$ cat config.mk
export PLATFORM = sky130hd
export DESIGN_NAME = sort_cmpx_elem
export DESIGN_NICKNAME = d
export VERILOG_FILES = /design/src/rtl/sort_cmpx_pkg.sv /design/src/rtl/se_key_compare.sv /design/src/rtl/se_swap_path.sv /design/src/rtl/se_ack_return.sv /design/src/rtl/sort_cmpx_elem.sv
export SDC_FILE = /design/constraint.sdc
export NUM_CORES = 1
export LEC_CHECK = 0
export BUFFER_PORTS_ARGS = -buffer_cell sky130_fd_sc_hd__buf_2
export CAP_MARGIN = 25
export CORE_AREA = 10 10 47 49
export CTS_CLUSTER_SIZE = 40
export DETAILED_ROUTE_END_ITERATION = 8
export DIE_AREA = 0 0 57 59
export GPL_TIMING_DRIVEN = 0
export HOLD_SLACK_MARGIN = 0.02
export PLACE_DENSITY_LB_ADDON = 0.05
export REMOVE_ABC_BUFFERS = 1
export SYNTH_ARGS = -nofsm -noshare
export SYNTH_HDL_FRONTEND = slang
export SYNTH_SLANG_ARGS = --single-unit
$ cat constraint.sdc
create_clock -name clk -period 3.94 [get_ports clk]
set_input_delay 0.788 -clock clk [delete_from_list [all_inputs] [get_ports clk]]
set_output_delay 0.788 -clock clk [all_outputs]
set_load 0.05 [all_outputs]
$ cat src/rtl/sort_cmpx_pkg.sv
package sort_cmpx_pkg;
  typedef enum logic {
    ST_OPEN   = 1'b0,
    ST_LOCKED = 1'b1
  } decide_e;
endpackage

$ cat src/rtl/se_key_compare.sv
module se_key_compare
  import sort_cmpx_pkg::*;
#(
  parameter int HDR_W = 5
) (
  input  logic clk,
  input  logic rst_n,
  input  logic sop,
  input  logic bit_a,
  input  logic bit_b,
  output logic swap_now,
  output logic swap_held
);
  localparam int CW = $clog2(HDR_W + 1);

  logic [CW-1:0] left_q;
  decide_e       st_q;
  logic          in_hdr;
  logic          open_cmp;
  logic          differ;

  always_comb begin
    in_hdr   = sop || (left_q != '0);
    open_cmp = sop || (st_q == ST_OPEN);
    differ   = in_hdr && open_cmp && (bit_a != bit_b);
    if (differ)   swap_now = bit_b;
    else if (sop) swap_now = 1'b0;
    else          swap_now = swap_held;
  end

  always_ff @(posedge clk) begin
    if (!rst_n) begin
      left_q    <= '0;
      st_q      <= ST_OPEN;
      swap_held <= 1'b0;
    end else begin
      swap_held <= swap_now;
      if (sop)                left_q <= CW'(HDR_W - 1);
      else if (left_q != '0)  left_q <= left_q - CW'(1);
      if (sop)                st_q <= differ ? ST_LOCKED : ST_OPEN;
      else if (differ)        st_q <= ST_LOCKED;
    end
  end
endmodule

$ cat src/rtl/se_swap_path.sv
module se_swap_path (
  input  logic clk,
  input  logic rst_n,
  input  logic swap,
  input  logic sop,
  input  logic bit_a,
  input  logic bit_b,
  output logic hi_q,
  output logic lo_q,
  output logic sop_q
);
  always_ff @(posedge clk) begin
    if (!rst_n) begin
      hi_q  <= 1'b0;
      lo_q  <= 1'b0;
      sop_q <= 1'b0;
    end else begin
      hi_q  <= swap ? bit_b : bit_a;
      lo_q  <= swap ? bit_a : bit_b;
      sop_q <= sop;
    end
  end
endmodule

$ cat src/rtl/se_ack_return.sv
module se_ack_return (
  input  logic clk,
  input  logic rst_n,
  input  logic swap,
  input  logic ack_hi,
  input  logic ack_lo,
  output logic ack_a_q,
  output logic ack_b_q
);
  always_ff @(posedge clk) begin
    if (!rst_n) begin
      ack_a_q <= 1'b0;
      ack_b_q <= 1'b0;
    end else begin
      ack_a_q <= swap ? ack_lo : ack_hi;
      ack_b_q <= swap ? ack_hi : ack_lo;
    end
  end
endmodule

$ cat src/rtl/sort_cmpx_elem.sv
module sort_cmpx_elem #(
  parameter int ADDR_W = 4,
  parameter int PAY_W  = 8
) (
  input  logic clk,
  input  logic rst_n,
  input  logic sop_i,
  input  logic a_i,
  input  logic b_i,
  input  logic ack_hi_i,
  input  logic ack_lo_i,
  output logic hi_o,
  output logic lo_o,
  output logic sop_o,
  output logic ack_a_o,
  output logic ack_b_o
);
  localparam int HDR_W  = ADDR_W + 1;
  localparam int CELL_W = HDR_W + PAY_W;

  logic swap_now;
  logic swap_held;

  se_key_compare #(.HDR_W(HDR_W)) u_cmp (
    .clk      (clk),
    .rst_n    (rst_n),
    .sop      (sop_i),
    .bit_a    (a_i),
    .bit_b    (b_i),
    .swap_now (swap_now),
    .swap_held(swap_held)
  );

  se_swap_path u_path (
    .clk  (clk),
    .rst_n(rst_n),
    .swap (swap_now),
    .sop  (sop_i),
    .bit_a(a_i),
    .bit_b(b_i),
    .hi_q (hi_o),
    .lo_q (lo_o),
    .sop_q(sop_o)
  );

  se_ack_return u_ack (
    .clk    (clk),
    .rst_n  (rst_n),
    .swap   (swap_held),
    .ack_hi (ack_hi_i),
    .ack_lo (ack_lo_i),
    .ack_a_q(ack_a_o),
    .ack_b_q(ack_b_o)
  );

  initial begin
    if (CELL_W < 2) $error("cell too short");
  end
endmodule

==> metrics.md, run 1 <==
| Metric | Value |
|---|---|
| Buf/Inv on CP | `1` |
| Fin Setup TNS | `0 ns` |
| Worst setup endpoint | `hi_o` |
| Antenna violations before repair | `0` |
| Share of cells above drive strength 1 | `0.292` |
| Rel. slew slack | `0.787` |
| Crit path largest cell delay | `approximately 0.3 ns` |
| Sequential Power Share | `0.425` |
| Sequential area share after synthesis | `0.406` |
| HP Class | `reg -> reg` |
| Syn_area_per_cell | `between 9 and 10 um^2` |
| Fmax | `a little over 0.6 GHz` |
| Final setup fails | `0` |
| Yosys reg bits | `10` |
| CTS tree | `done` |
| Cells after Synth | `between 50 and 60` |
| CP max stage cell | `dfxtp_1` |
| Reg-to-reg critical path startpoint | `u_cmp.left_q[0]` |
| Comb power frac | `0.229` |
| Crit path max fanout | `1` |
| Run status | `complete, no violations` |
| Remaining antenna violation count | `0` |
| Post-CTS resize count | `0` |
| Switching Share | `0.295` |
| Setup ws final | `~2.3 ns` |
| Share of the synthesized area in the top cell type | `0.406` |
| CP startpoint | `u_path.hi_q` |
| Endpoints failing hold | `0` |
| Crit start category | `register` |
| Critical Path RT | `between 3 and 4 ns` |
| # nets final | `between 70 and 80` |
| DRC | `0` |
| # port buffers | `11` |
| RSZ-0062 raised after global routing | `false` |
| Most numerous cell in the Yosys netlist | `dfxtp_1` |
| Clock root buffer | `clkbuf_4` |
| Post-synth EDFFs | `0` |
| Post-synthesis cell type with the largest combined area | `dfxtp_1` |
| Final count of pins violating max slew | `0` |
| CP Capture Type | `output port` |
| Max VDD drop | `about 0.00018 V` |
| Global placer's final weighted congestion | `0.617` |
| Max clock buf depth | `2` |
| Fillers | `between 100 and 150` |
| DR vias | `approximately 380` |
| Initial core utilization | `0.352` |
| Fin crit period | `1.61 ns` |
| Critical path arrival | `0.82 ns` |
| Reg-to-reg slack, setup | `approximately 2.3 ns` |
| Switching pwr | `between 0.07 and 0.08 mW` |
| Vias per std cell | `4.72` |
| ANT cells | `0` |
| Placed wire-length estimate | `662 um` |
| Overall routing resource usage | `0.0577` |
| CP cell instances | `buf_2` |
| Total CTS buffers | `3` |
| Core ar. | `~0.0014 mm^2` |
| Clk pwr share | `0.346` |
| # IOs | `12` |
| Worst-margin pin slew | `~0.32 ns` |
| Layout overhead on the synthesized area | `19.5%` |
| Power density over the cells | `between 400 and 500 mW/mm^2` |
| Mapped cell area | `slightly below 500 um^2` |
| Warnings from Yosys | `0` |
| H-Tree Depth | `1` |
| Clock latency at the later pin of the worst-skew pair | `~0.27 ns` |
| Reg2reg end | `u_cmp.swap_held` |
| Leak pwr | `0.276 nW` |
| Die Height | `59 um` |
| Post-layout util | `0.421` |
| P_int | `about 0.19 mW` |
| Async S/R FF share, synth | `0` |
| Critical path depth | `1` |
| Synth Flop Type | `dfxtp_1` |
| Distinct cells, synth | `24` |
| Routed wire length per instance | `10.9 um` |
| WS Path Type | `reg -> out` |
| Depth of the worst register-to-register path | `6` |
| Setup Skew | `0.00207 ns` |
| Clock tree sinks | `10` |
| Setup bufs post-CTS | `0` |
| Number of max-cap violations | `0` |
| Global-route wire length before repair | `approximately 1500 um` |
| Pre-CTS setup slack | `roughly 2.4 ns` |
| Die X | `57 um` |
| Routed WL | `879 um` |
| Final Cycle Share | `0.409` |
| Worst-path clk slew | `approximately 0.070 ns` |
| Number of DRC markers in iteration 0 | `5` |
| Row cnt | `14` |
| Die area | `between 0.003 and 0.004 mm^2` |
| Post-synth top cells | `dfxtp_1 (10), inv_1 (7), nor2_1 (4), a21oi_1 (3), ha_1 (3)` |
| Largest net degree at the start of global routing | `11` |
| Top cells by area, synth | `dfxtp_1 (41%), ha_1 (7.6%), inv_1 (5.3%)` |
| Grt total ovfl | `0` |
| Hold-fix buffers, CTS | `0` |
| Worst path top cell family by delay | `flip-flops` |
| Vias in the first global route | `around 350` |
| Drt pass-1 iters | `4` |
## layer usage
layer,share of wire,global-route usage
met4,0.027,0.0503
met1,0.51,0.0707
met3,0.064,0.0279
met2,0.40,0.0713
met5,0,0
## metrics by stage
stage                     power, mW  area, um^2  cells  hold slack, ns
after floorplan               0.163         478     50           0.459
after global placement        0.179         553     77           0.474
after detailed placement      0.179         553     77           0.479
after CTS                     0.275         589     81           0.496
after global routing          0.286         589     81           0.543
final                         0.269         589     81           0.486
## layout by cell type (no fill, tap or decap), types with 2 or more instances in the layout
cell type   n
xor2_1      2
clkbuf_4    3
nor2b_1     2
dfxtp_1    10
mux2i_1     2
o21a_1      2
nand2b_1    2
buf_2      11
o21ai_1     2
a21oi_1     3
ha_1        3
nor2_1      4
inv_1       7
## logic make-up (layout without fill, tap and decap cells)
family	after synthesis	count (layout)	share of synthesized area
flops	10	10	0.406
mux	2	2	0.0406
xor+xnor	2	2	0.0355
compound gates	11	11	0.168
simple gates	15	15	0.190
buf+inv	9	22	0.0838
fa+ha+maj	3	3	0.0762
## power groups by stage
| stage | registers, mW | clock network, mW | logic (mW) |
|---|---|---|---|
| detailed placement | 0.117 | 0 | 0.0618 |
| CTS | 0.114 | 0.0988 | 0.0623 |
| finish | 0.114 | 0.0929 | 0.0615 |
| global placement | 0.117 | 0 | 0.0620 |
| global route | 0.115 | 0.103 | 0.0679 |
| floorplan | 0.129 | 0 | 0.0345 |
## sequential cells by signal, summed over array words and instances, names as in the netlist
signal	count
u_cmp.swap_held	1
u_cmp.st_q	1
u_ack.ack_b_q	1
u_path.lo_q	1
u_path.hi_q	1
u_ack.ack_a_q	1
u_path.sop_q	1
u_cmp.left_q	3
## worst min path at each step
stage | cells after the start | startpoint | slack, ns | end
after global placement | 2 | u_cmp.left_q[1] | 0.47 | u_cmp.left_q[1]
after detailed placement | 2 | u_cmp.left_q[1] | 0.48 | u_cmp.left_q[1]
after floorplan | 2 | u_cmp.left_q[1] | 0.46 | u_cmp.left_q[1]
after CTS | 2 | u_cmp.left_q[1] | 0.50 | u_cmp.left_q[1]
final | 2 | u_cmp.left_q[1] | 0.49 | u_cmp.left_q[1]
after global routing | 2 | u_cmp.st_q | 0.54 | u_cmp.st_q
## area by class of cell
| class | instances | area, um^2 | share of cell area |
|---|---|---|---|
| timing repair buffer | 11 | 55.1 | 0.0934 |
| tap | 16 | 20.0 | 0.0340 |
| multi-input combinational | 33 | 251 | 0.427 |
| sequential | 10 | 200 | 0.340 |
| inverter | 7 | 26.3 | 0.0446 |
| clock buffer | 4 | 36.3 | 0.0616 |
Power figures use the tool's default switching activity.
==> run 2, diff against run 1 <==
--- a/config.mk
+++ b/config.mk
@@ -5,6 +5,7 @@
 export SDC_FILE = /design/constraint.sdc
 export NUM_CORES = 1
 export LEC_CHECK = 0
+export ABC_AREA = 1
 export BUFFER_PORTS_ARGS = -buffer_cell sky130_fd_sc_hd__buf_2
 export CAP_MARGIN = 25
 export CORE_AREA = 10 10 47 49
==> constraint.sdc (replaced) <==
create_clock -name clk -period 1.54 [get_ports clk]
set_input_delay 0.308 -clock clk [delete_from_list [all_inputs] [get_ports clk]]
set_output_delay 0.308 -clock clk [all_outputs]
set_load 0.05 [all_outputs]
==> run 2 against run 1 <==
Clock-buffer cell count shrank 1. Critical endpoint is now u_path.hi_q. Largest cell class unchanged. Largest power group unchanged. Routed wire length shrank 1.3%. Clock power grew 82%.
==> metrics.md, run 2 <==
| Metric | Value |
|---|---|
| Run status | `complete, no violations` |
| Clock tree sinks | `10` |
| Final setup fails | `0` |
| Sequential area share after synthesis | `0.453` |
| # nets final | `86` |
| Setup bufs post-CTS | `0` |
| Die X | `roughly 57 um` |
| Clock latency at the later pin of the worst-skew pair | `0.26 ns` |
| Number of DRC markers in iteration 0 | `0` |
| Cells after Synth | `60` |
| Synth Flop Type | `dfxtp_1` |
| Max VDD drop | `0.000519 V` |
| H-Tree Depth | `1` |
| Row cnt | `14` |
| Core ar. | `0.00140 mm^2` |
| CP Capture Type | `register` |
| Antenna violations before repair | `0` |
| Most numerous cell in the Yosys netlist | `nand2_1` |
| DR vias | `about 370` |
| Routed wire length per instance | `between 9 and 10 um` |
| Power density over the cells | `1030 mW/mm^2` |
| Async S/R FF share, synth | `0` |
| Max clock buf depth | `2` |
| Die Height | `59 um` |
| CTS tree | `done` |
| Warnings from Yosys | `0` |
| Clock root buffer | `clkbuf_4` |
| Global placer's final weighted congestion | `~0.65` |
| Distinct cells, synth | `12` |
| Remaining antenna violation count | `0` |
| Die area | `between 0.003 and 0.004 mm^2` |
| Largest reg by FF count | `u_cmp.left_q` |
| Global-route wire length before repair | `around 1500 um` |
| Fin Setup TNS | `0 ns` |
| ANT cells | `0` |
| Syn_area_per_cell | `about 7.4 um^2` |
| Crit start category | `register` |
| Fmax | `0.745 GHz` |
| Critical Path RT | `1.70 ns` |
| Initial core utilization | `0.315` |
| Layout overhead on the synthesized area | `28.3%` |
| Total CTS buffers | `3` |
| Mapped cell area | `roughly 440 um^2` |
| Largest net degree at the start of global routing | `8` |
| Grt total ovfl | `0` |
| Total chip power | `between 0.5 and 0.6 mW` |
| Setup Skew | `about 0.0046 ns` |
| Share of cells above drive strength 1 | `0.297` |
| Rel. slew slack | `0.834` |
| Final Cycle Share | `0.872` |
| Drt pass-1 iters | `1` |
| Commonest non-fill, non-tap cell in the layout | `nand2_1` |
| WS Path Type | `reg -> reg` |
| DRC | `0` |
| Vias per std cell | `between 4 and 5` |
| Share of the synthesized area in the top cell type | `0.453` |
| Yosys reg bits | `10` |
| Post-synth EDFFs | `0` |
| HP Class | `in -> reg` |
| Post-synth top cells | `nand2_1 (12), dfxtp_1 (10), inv_1 (9), nor2_1 (9), a21oi_1 (6)` |
| Vias in the first global route | `359` |
| Worst-path clk slew | `~0.06 ns` |
| Endpoints failing hold | `0` |
| Crit path max fanout | `4` |
| Fillers | `around 160` |
| Fin crit period | `roughly 1.3 ns` |
| Post-layout util | `0.404` |
| # IOs | `12` |
| Leak pwr | `between 0.2 and 0.3 nW` |
| # port buffers | `11` |
| Largest register FFs | `3` |
| Most frequent cells in the layout | `nand2_1 (12), buf_2 (11), dfxtp_1 (10), inv_1 (9), nor2_1 (9)` |
| RSZ-0062 raised after global routing | `false` |
| Routed WL | `approximately 870 um` |
| Final count of pins violating max slew | `0` |
| Overall routing resource usage | `0.0560` |
| Top cells by area, synth | `dfxtp_1 (45%), nand2_1 (10%), ha_1 (8.5%)` |
| Number of max-cap violations | `0` |
| Critical path arrival | `1.50 ns` |
| Placed wire-length estimate | `692 um` |
| Worst-margin pin slew | `0.251 ns` |
| Post-synthesis cell type with the largest combined area | `dfxtp_1` |
[run 2: power breakdown]
part,leakage [nW],internal (mW),switching (mW)
clock,0.0138,0.0898,0.0797
combinational,0.196,0.0433,0.0866
sequential,0.0829,0.277,0.00748
[run 2: kinds of logic (layout without fill, tap and decap cells)]
| family | after synthesis | after routing | synth area share |
|---|---|---|---|
| simple gates | 26 | 26 | 0.241 |
| buf+inv | 11 | 25 | 0.0935 |
| compound gates | 10 | 10 | 0.127 |
| flops | 10 | 10 | 0.453 |
| fa+ha+maj | 3 | 3 | 0.0850 |
[run 2: cell type report]
class                           count  area (um^2)  area share
Timing Repair Buffer               11         55.1      0.0971
Tap cell                           16         20.0      0.0353
Sequential cell                    10          200       0.353
Inverter                           11         41.3      0.0728
Multi-Input combinational cell     39          228       0.402
Clock buffer                        3         22.5      0.0397
[run 2: path summary, 6_finish.rpt]
check                                     start               to  slack (ns)  depth (start not counted)
worst min register to register  u_cmp.left_q[0]  u_cmp.left_q[0]        0.45                          2
worst max-delay path            u_cmp.left_q[0]      u_path.hi_q        0.20                          9
worst min-delay path                   ack_hi_i    u_ack.ack_b_q        0.30                          3
worst max register to register  u_cmp.left_q[0]      u_path.hi_q        0.20                          9
[run 2: metrics by stage]
step	hold WS, ns	setup slack, ns	area (um^2)	std cells
2_1_floorplan	0.401	0.168	442	60
3_3_place_gp	0.445	0.0383	517	87
3_5_place_dp	0.445	0.0469	517	87
4_1_cts	0.289	0.0311	539	90
5_1_grt	0.300	0.0510	567	90
6_report	0.300	0.197	567	90
[run 2: repair_timing]
item                                    CTS  global route
hold buffers                              0             0
resized for setup                         0             5
endpoints found under the setup margin    0             2
[run 2: worst max-delay path: stages, from the launching register on]
cell     delay (ns)
dfxtp_1        0.32
inv_1          0.06
ha_2           0.20
ha_4           0.18
o21ai_4        0.14
nand2_2        0.09
nand2_2        0.09
nand2_1        0.05
nor2_1         0.08
nor2_1         0.04
[run 2: metal layers]
layer / up-vias / routed length [um] / global-route usage
met5: - / 0 / 0
li1: 214 / - / -
met3: 2 / 54 / 0.0451
met1: 148 / 430 / 0.0589
met4: 0 / 10 / 0.0201
met2: 10 / 372 / 0.0822
